**src/rtl/uart_pkg.sv**
```systemverilog
package uart_pkg;
  localparam int unsigned OVERSAMPLE = 16;

  typedef enum logic [1:0] {
    RG_TXQ  = 2'd0,
    RG_RXQ  = 2'd1,
    RG_STAT = 2'd2,
    RG_CFG  = 2'd3
  } region_e;

  typedef enum logic [1:0] {
    RX_IDLE  = 2'd0,
    RX_START = 2'd1,
    RX_DATA  = 2'd2,
    RX_STOP  = 2'd3
  } rx_state_e;

  localparam int unsigned ST_GO    = 0;
  localparam int unsigned ST_BUSY  = 1;
  localparam int unsigned ST_AVAIL = 2;
  localparam int unsigned ST_OVF   = 3;
  localparam int unsigned ST_FULL  = 4;
endpackage

```
**src/rtl/byte_fifo.sv**
```systemverilog
module byte_fifo #(
  parameter int unsigned DEPTH = 16,
  parameter int unsigned W     = 8
) (
  input  logic                           clk,
  input  logic                           rst_n,
  input  logic                           push,
  input  logic [W-1:0]                   wdata,
  input  logic                           pop,
  output logic [W-1:0]                   rdata,
  output logic [$clog2(DEPTH+1)-1:0]     count,
  output logic                           full,
  output logic                           empty
);
  localparam int unsigned AW = $clog2(DEPTH);
  localparam int unsigned CW = $clog2(DEPTH+1);

  logic [W-1:0]  mem [DEPTH];
  logic [AW-1:0] wp_q, wp_d, rp_q, rp_d;
  logic [CW-1:0] cnt_q, cnt_d;
  logic          do_push, do_pop;

  assign do_push = push && !full;
  assign do_pop  = pop && !empty;

  always_comb begin
    wp_d  = wp_q;
    rp_d  = rp_q;
    cnt_d = cnt_q;
    if (do_push) wp_d = (wp_q == AW'(DEPTH-1)) ? '0 : wp_q + 1'b1;
    if (do_pop)  rp_d = (rp_q == AW'(DEPTH-1)) ? '0 : rp_q + 1'b1;
    if (do_push && !do_pop)      cnt_d = cnt_q + 1'b1;
    else if (do_pop && !do_push) cnt_d = cnt_q - 1'b1;
  end

  always_ff @(posedge clk or negedge rst_n) begin
    if (!rst_n) begin
      wp_q  <= '0;
      rp_q  <= '0;
      cnt_q <= '0;
    end else begin
      wp_q  <= wp_d;
      rp_q  <= rp_d;
      cnt_q <= cnt_d;
    end
  end

  always_ff @(posedge clk) begin
    if (do_push) mem[wp_q] <= wdata;
  end

  assign rdata = mem[rp_q];
  assign count = cnt_q;
  assign full  = (cnt_q == CW'(DEPTH));
  assign empty = (cnt_q == '0);
endmodule

```
**src/rtl/uart_tx_eng.sv**
```systemverilog
module uart_tx_eng (
  input  logic       clk,
  input  logic       rst_n,
  input  logic       tick,
  input  logic       two_stop,
  input  logic       req,
  input  logic [7:0] data,
  output logic       take,
  output logic       busy,
  output logic       txd
);
  import uart_pkg::*;

  logic [10:0] sr_q, sr_d;
  logic [3:0]  left_q, left_d;
  logic [3:0]  ph_q, ph_d;
  logic        act_q, act_d;
  logic        last_tick, load;

  always_comb begin
    sr_d      = sr_q;
    left_d    = left_q;
    ph_d      = ph_q;
    act_d     = act_q;
    last_tick = act_q && (ph_q == 4'(OVERSAMPLE-1)) && (left_q == 4'd1);
    load      = tick && req && (!act_q || last_tick);
    if (load) begin
      sr_d   = {2'b11, data, 1'b0};
      left_d = two_stop ? 4'd11 : 4'd10;
      ph_d   = '0;
      act_d  = 1'b1;
    end else if (tick && act_q) begin
      if (ph_q == 4'(OVERSAMPLE-1)) begin
        sr_d   = {1'b1, sr_q[10:1]};
        left_d = left_q - 1'b1;
        ph_d   = '0;
        if (left_q == 4'd1) act_d = 1'b0;
      end else begin
        ph_d = ph_q + 1'b1;
      end
    end
  end

  always_ff @(posedge clk or negedge rst_n) begin
    if (!rst_n) begin
      sr_q   <= '1;
      left_q <= '0;
      ph_q   <= '0;
      act_q  <= 1'b0;
    end else begin
      sr_q   <= sr_d;
      left_q <= left_d;
      ph_q   <= ph_d;
      act_q  <= act_d;
    end
  end

  assign take = load;
  assign busy = act_q;
  assign txd  = act_q ? sr_q[0] : 1'b1;
endmodule

```
**src/rtl/uart_rx_eng.sv**
```systemverilog
module uart_rx_eng (
  input  logic       clk,
  input  logic       rst_n,
  input  logic       tick,
  input  logic       rxd,
  output logic       got_byte,
  output logic [7:0] data
);
  import uart_pkg::*;

  logic      s1_q, s2_q, prev_q, prev_d;
  rx_state_e st_q, st_d;
  logic [3:0] ph_q, ph_d;
  logic [2:0] idx_q, idx_d;
  logic [7:0] sr_q, sr_d;
  logic       mid;

  always_comb begin
    st_d     = st_q;
    ph_d     = ph_q;
    idx_d    = idx_q;
    sr_d     = sr_q;
    prev_d   = tick ? s2_q : prev_q;
    got_byte = 1'b0;
    mid      = (ph_q == 4'(OVERSAMPLE-1));
    if (tick) begin
      unique case (st_q)
        RX_IDLE: if (prev_q && !s2_q) begin
          st_d = RX_START;
          ph_d = '0;
        end
        RX_START: if (ph_q == 4'(OVERSAMPLE/2 - 1)) begin
          st_d  = s2_q ? RX_IDLE : RX_DATA;
          ph_d  = '0;
          idx_d = '0;
        end else ph_d = ph_q + 1'b1;
        RX_DATA: if (mid) begin
          sr_d  = {s2_q, sr_q[7:1]};
          ph_d  = '0;
          idx_d = idx_q + 1'b1;
          if (idx_q == 3'd7) st_d = RX_STOP;
        end else ph_d = ph_q + 1'b1;
        RX_STOP: if (mid) begin
          got_byte = s2_q;
          st_d     = RX_IDLE;
        end else ph_d = ph_q + 1'b1;
        default: st_d = RX_IDLE;
      endcase
    end
  end

  always_ff @(posedge clk or negedge rst_n) begin
    if (!rst_n) begin
      s1_q   <= 1'b1;
      s2_q   <= 1'b1;
      prev_q <= 1'b1;
      st_q   <= RX_IDLE;
      ph_q   <= '0;
      idx_q  <= '0;
      sr_q   <= '0;
    end else begin
      s1_q   <= rxd;
      s2_q   <= s1_q;
      prev_q <= prev_d;
      st_q   <= st_d;
      ph_q   <= ph_d;
      idx_q  <= idx_d;
      sr_q   <= sr_d;
    end
  end

  assign data = sr_q;
endmodule

```
**src/rtl/mmio_uart.sv**
```systemverilog
module mmio_uart #(
  parameter int unsigned FIFO_DEPTH = 16,
  parameter int unsigned DEF_DIV    = 324
) (
  input  logic        clk,
  input  logic        rst_n,
  input  logic        bus_sel,
  input  logic        bus_we,
  input  logic [5:0]  bus_addr,
  input  logic [15:0] bus_wdata,
  output logic [15:0] bus_rdata,
  output logic        uart_tx,
  input  logic        uart_rx,
  output logic        rx_ready
);
  import uart_pkg::*;

  localparam int unsigned CW = $clog2(FIFO_DEPTH+1);

  logic [15:0] cfg_q, cfg_d, rdata_q, rdata_d, status;
  logic [14:0] tdiv_q, tdiv_d;
  logic        tick, go_q, go_d, ovf_q, ovf_d;
  logic        wr, rd, wr_stat;
  region_e     region;
  logic [3:0]  unused_addr_bits;

  logic          tx_push, tx_full, tx_empty, tx_take, tx_busy;
  logic [7:0]    tx_head;
  logic [CW-1:0] tx_count;
  logic          rx_pop, rx_full, rx_empty, rx_got;
  logic [7:0]    rx_head, rx_byte;
  logic [CW-1:0] rx_count;

  assign unused_addr_bits = bus_addr[3:0];
  assign region  = region_e'(bus_addr[5:4]);
  assign wr      = bus_sel && bus_we;
  assign rd      = bus_sel && !bus_we;
  assign wr_stat = wr && (region == RG_STAT);
  assign tx_push = wr && (region == RG_TXQ);
  assign rx_pop  = rd && (region == RG_RXQ);
  assign tick    = (tdiv_q >= cfg_q[14:0]);

  assign status = {11'd0, tx_full, ovf_q, !rx_empty, tx_busy, go_q};

  always_comb begin
    tdiv_d  = tick ? '0 : tdiv_q + 1'b1;
    cfg_d   = (wr && region == RG_CFG) ? bus_wdata : cfg_q;
    go_d    = (wr_stat && bus_wdata[ST_GO]) ? 1'b1 : (tx_empty ? 1'b0 : go_q);
    ovf_d   = (rx_got && rx_full) || (ovf_q && !(wr_stat && bus_wdata[ST_OVF]));
    rdata_d = rdata_q;
    if (rd) begin
      unique case (region)
        RG_TXQ:  rdata_d = '0;
        RG_RXQ:  rdata_d = rx_empty ? '0 : {8'd0, rx_head};
        RG_STAT: rdata_d = status;
        RG_CFG:  rdata_d = cfg_q;
        default: rdata_d = '0;
      endcase
    end
  end

  always_ff @(posedge clk or negedge rst_n) begin
    if (!rst_n) begin
      tdiv_q  <= '0;
      cfg_q   <= {1'b0, 15'(DEF_DIV)};
      go_q    <= 1'b0;
      ovf_q   <= 1'b0;
      rdata_q <= '0;
    end else begin
      tdiv_q  <= tdiv_d;
      cfg_q   <= cfg_d;
      go_q    <= go_d;
      ovf_q   <= ovf_d;
      rdata_q <= rdata_d;
    end
  end

  byte_fifo #(.DEPTH(FIFO_DEPTH), .W(8)) u_txq (
    .clk(clk), .rst_n(rst_n), .push(tx_push), .wdata(bus_wdata[7:0]),
    .pop(tx_take), .rdata(tx_head), .count(tx_count),
    .full(tx_full), .empty(tx_empty)
  );

  byte_fifo #(.DEPTH(FIFO_DEPTH), .W(8)) u_rxq (
    .clk(clk), .rst_n(rst_n), .push(rx_got), .wdata(rx_byte),
    .pop(rx_pop), .rdata(rx_head), .count(rx_count),
    .full(rx_full), .empty(rx_empty)
  );

  uart_tx_eng u_tx (
    .clk(clk), .rst_n(rst_n), .tick(tick), .two_stop(cfg_q[15]),
    .req(go_q && !tx_empty), .data(tx_head), .take(tx_take),
    .busy(tx_busy), .txd(uart_tx)
  );

  uart_rx_eng u_rx (
    .clk(clk), .rst_n(rst_n), .tick(tick), .rxd(uart_rx),
    .got_byte(rx_got), .data(rx_byte)
  );

  assign bus_rdata = rdata_q;
  assign rx_ready  = !rx_empty;
endmodule

```
**config.mk**
```make
export PLATFORM = sky130hd
export DESIGN_NAME = mmio_uart
export DESIGN_NICKNAME = d
export VERILOG_FILES = /design/src/rtl/uart_pkg.sv /design/src/rtl/byte_fifo.sv /design/src/rtl/uart_tx_eng.sv /design/src/rtl/uart_rx_eng.sv /design/src/rtl/mmio_uart.sv
export SDC_FILE = /design/constraint.sdc
export NUM_CORES = 1
export LEC_CHECK = 0
export ABC_AREA = 1
export BUFFER_PORTS_ARGS = -buffer_cell sky130_fd_sc_hd__buf_2
export CAP_MARGIN = 20
export CORE_MARGIN = 5
export CORE_UTILIZATION = 60
export CTS_CLUSTER_DIAMETER = 200
export CTS_CLUSTER_SIZE = 8
export DETAILED_ROUTE_END_ITERATION = 7
export PLACE_DENSITY = 0.82
export SYNTH_ARGS = -nofsm -noshare
export SYNTH_HDL_FRONTEND = slang
export SYNTH_SLANG_ARGS = --single-unit
```
**constraint.sdc**
```tcl
create_clock -name clk -period 3.7 [get_ports clk]
set_input_delay 0.37 -clock clk [delete_from_list [all_inputs] [get_ports clk]]
set_output_delay 0.37 -clock clk [all_outputs]
set_load 0.05 [all_outputs]
```
==> flow_summary.yaml <==
status:
  outcome: "finished, final reports clean"
final_layout:
  n_antenna_cell: 0
  final_common_cell: "nand2_1"
  nNetsFinal: 1791
  syn_to_final_growth_pct: 12.5
  drive_gt1_share_pct: 9.30
  postLayoutCellArea_mm2: 0.0187
  final_util_pct: 68.9
  final_cell_mix: "456 x nand2_1, 256 x edfxtp_1, 201 x nor2_1"
sta:
  fin_crit_sh_pct: 89.5
  hold_viol_final: 0
  worst_slack_ns: 0.390
  rsz0062_at_grt: "no"
  timing.hold.ws_ns: 0.0197
  fin_tns_setup_ns: 0
  setup_viol: 0
  period_needed_ns: 3.31
  report.final.slew_viol_count: 0
  relSlewSlack_pct: 38.6
  skew_ns: 0.0319
  fmaxAchievable_ghz: 0.302
  worstMarginPinSlew_ns: 0.916
setup_path:
  cpPeakStageDelay_ns: 0.52
  worstSetupEndpointType: "register"
  path_cells: "inv_1 > ha_1 > nand2_1 > nor2_1 > nand2_1 > nor2_1 > nor2_2 > nand3_4 > nand3_2 > inv_2 > ha_1 > inv_1 > fa_1 > a21o_1 > a21oi_1 > nand2_1 > nand2_1 > nor2_1 > xor2_1"
  cp.required_ns: 4.14
  cp_slowest_cell: "dfstp_2"
  crit_path_max_fanout: 8
  cpMostUsedCell: "nand2_1"
  path_class: "reg -> reg"
  worstPathArrival_ns: 3.75
  critPathLaunchType: "register"
synthesis:
  ys_seq_elements: 369
  syn_area_mm2: 0.0166
  synth_nets: 1733
  yosysWarnings: 0
  ys_seq_area_share_pct: 63.4
  avgSynthCellArea_um2: 9.98
  synth_cells: 1664
  synthTopCellsByArea: "edfxtp_1 46%, dfrtp_1 15%, nand2_1 10%, nor2_1 4.6%, o21ai_0 3.8%"
  synth_top_area_cell: "edfxtp_1"
  synthDistinctLibCells: 49
  yosys.area.top_type_share_pct: 46.3
route:
  routed_wl_um: 36700
  drt.antenna.violating_nets: 0
  num_vias: 11900
  drtIter0Drc: 1114
  drc_errors: 0
  vias_per_cell: 5.55
  drt_first_pass_iters: 5
  wl_per_cell_um: 17.2
placement:
  dp_slack_ns: 0.433
  dpl_cell_area_mm2: 0.0171
  gp_congestion: 0.836
  dpl.hpwl_um: 22900
  io_buffers: 40
floorplanning:
  initial_core_util_pct: 61.3
  rows: 60
  fp.dieArea_mm2: 0.0311
  die_h_um: 176
  die_w_um: 176
  core_region_area_mm2: 0.0271
  ios: 45
pwr:
  power.leakage_nw: 7.61
  p_per_area_mw_per_mm2: 654
  peakVddDrop_v: 0.000415
cts:
  clock_sinks: 369
  cts_max_path_buffers: 3
  h-tree-depth: 2
  clkLatencyLatePin_ns: 0.57
  clk_pin_slew_worst_paths_ns: 0.05
  numCtsBuffers: 52
  root_buffer: "clkbuf_16"
  cts_tree: "yes"
global_routing:
  antenna_found_initial: 0
  grt_max_degree: 68
  first_global_vias: 11700
  grt-ovfl-total: 0
  grt_pass1_wl_um: 59500
  grt_usage_pct: 23.8
flow_run:
  maxCapViolCount: 0
min_path:
  hold_path_class: "in -> reg"
## layout make-up
class                      count  area [um2]
sequential                   369       10500
fill                        1911        8430
multi-input combinational   1064        5110
clock buffer                  92        1450
inverter                     173         651
tap                          372         465
timing repair buffer          62         385
clock inverter                 4        77.6
## what timing repair did
item	4_1_cts	5_1_grt
hold buffers	2	0
resized for setup	0	0
buffers inserted	0	0
hold endpoints to repair	37	0
## path summary, 6_finish.rpt
| kind | start | endpoint | slack [ns] | cells past startpoint |
|---|---|---|---|---|
| max | cfg_q[6] | u_rxq.count[4] | 0.39 | 19 |
| min | bus_wdata[10] | cfg_q[10] | 0.02 | 3 |
| max reg2reg | cfg_q[6] | u_rxq.count[4] | 0.39 | 19 |
| min reg2reg | u_rx.s1_q | u_rx.s2_q | 0.36 | 0 |
| max in group asynchronous | rst_n | cfg_q[2] | 2.53 | 3 |
| min in group asynchronous | rst_n | cfg_q[10] | 0.36 | 2 |
## sequential cells by signal (all words and copies together) (netlist names), 3 cells and up, named ones only
register     flops
bus_rdata       16
cfg_q           16
tdiv_q          15
u_rx.data        8
u_rx.idx_q       3
u_rx.ph_q        4
u_rxq.count      5
u_rxq.mem      128
u_rxq.rp_q       4
u_rxq.wp_q       4
u_tx.left_q      4
u_tx.ph_q        4
u_tx.sr_q        9
u_txq.count      5
u_txq.mem      128
u_txq.rp_q       4
u_txq.wp_q       4
## Yosys cell counts (all sizes together)
library cell / number
clkinv: 7
nand3: 109
o21bai: 1
xor2: 12
o221ai: 1
dfrtp: 98
edfxtp: 256
o21a: 1
nand3b: 1
a21o: 3
o211ai: 17
and3: 1
o21ai: 142
nand4: 5
a22oi: 2
a31oi: 2
o22ai: 9
nor2: 209
or2: 3
ha: 40
nand2: 459
fa: 2
dfstp: 15
xnor2: 7
inv: 166
a21oi: 28
buf: 42
clkbuf: 16
o31ai: 1
nor3: 8
o22a: 1
## report_power, final
group          internal (mW)  switching, mW
Combinational          0.878           1.99
Clock                   2.64           1.71
Sequential              4.70          0.303
## worst max-delay path: cells and delay by family (launching register included)
kind	cells	cell delay, ns
compound gates	2	0.34
fa+ha+maj	3	0.92
simple gates	10	0.94
xor+xnor	1	0.13
buf+inv	3	0.34
flops	1	0.52
## cell families after synthesis
kind of cell               Yosys count  share of synthesized area [%]
and+or+nand+nor                    795                           19.4
DFF                                369                           63.4
AOI/OAI and AO/OA                  208                           7.04
buffers and inverters              231                           5.81
xor gates and xnor gates            19                           1.00
adders and majority gates           42                           3.26
## layer usage
| metal | vias to the layer above | wire length [um] | global-route usage [%] | share of wire (%) |
|---|---|---|---|---|
| met4 | 0 | 1210 | 8.87 | 3.3 |
| met3 | 92 | 2520 | 4.03 | 6.9 |
| met1 | 5684 | 14900 | 31.6 | 41 |
| li1 | 5614 | - | - | - |
| met2 | 470 | 18100 | 39.9 | 49 |
| met5 | - | 0 | 0 | 0 |
## per-stage QoR
stage,total power [mW],instances
after global placement,7.72,2038
final,12.2,2136
after floorplan,7.11,1664
after detailed placement,7.86,2038
after global routing,12.9,2136
after CTS,12.2,2136
(Power assumes the default switching activity.)
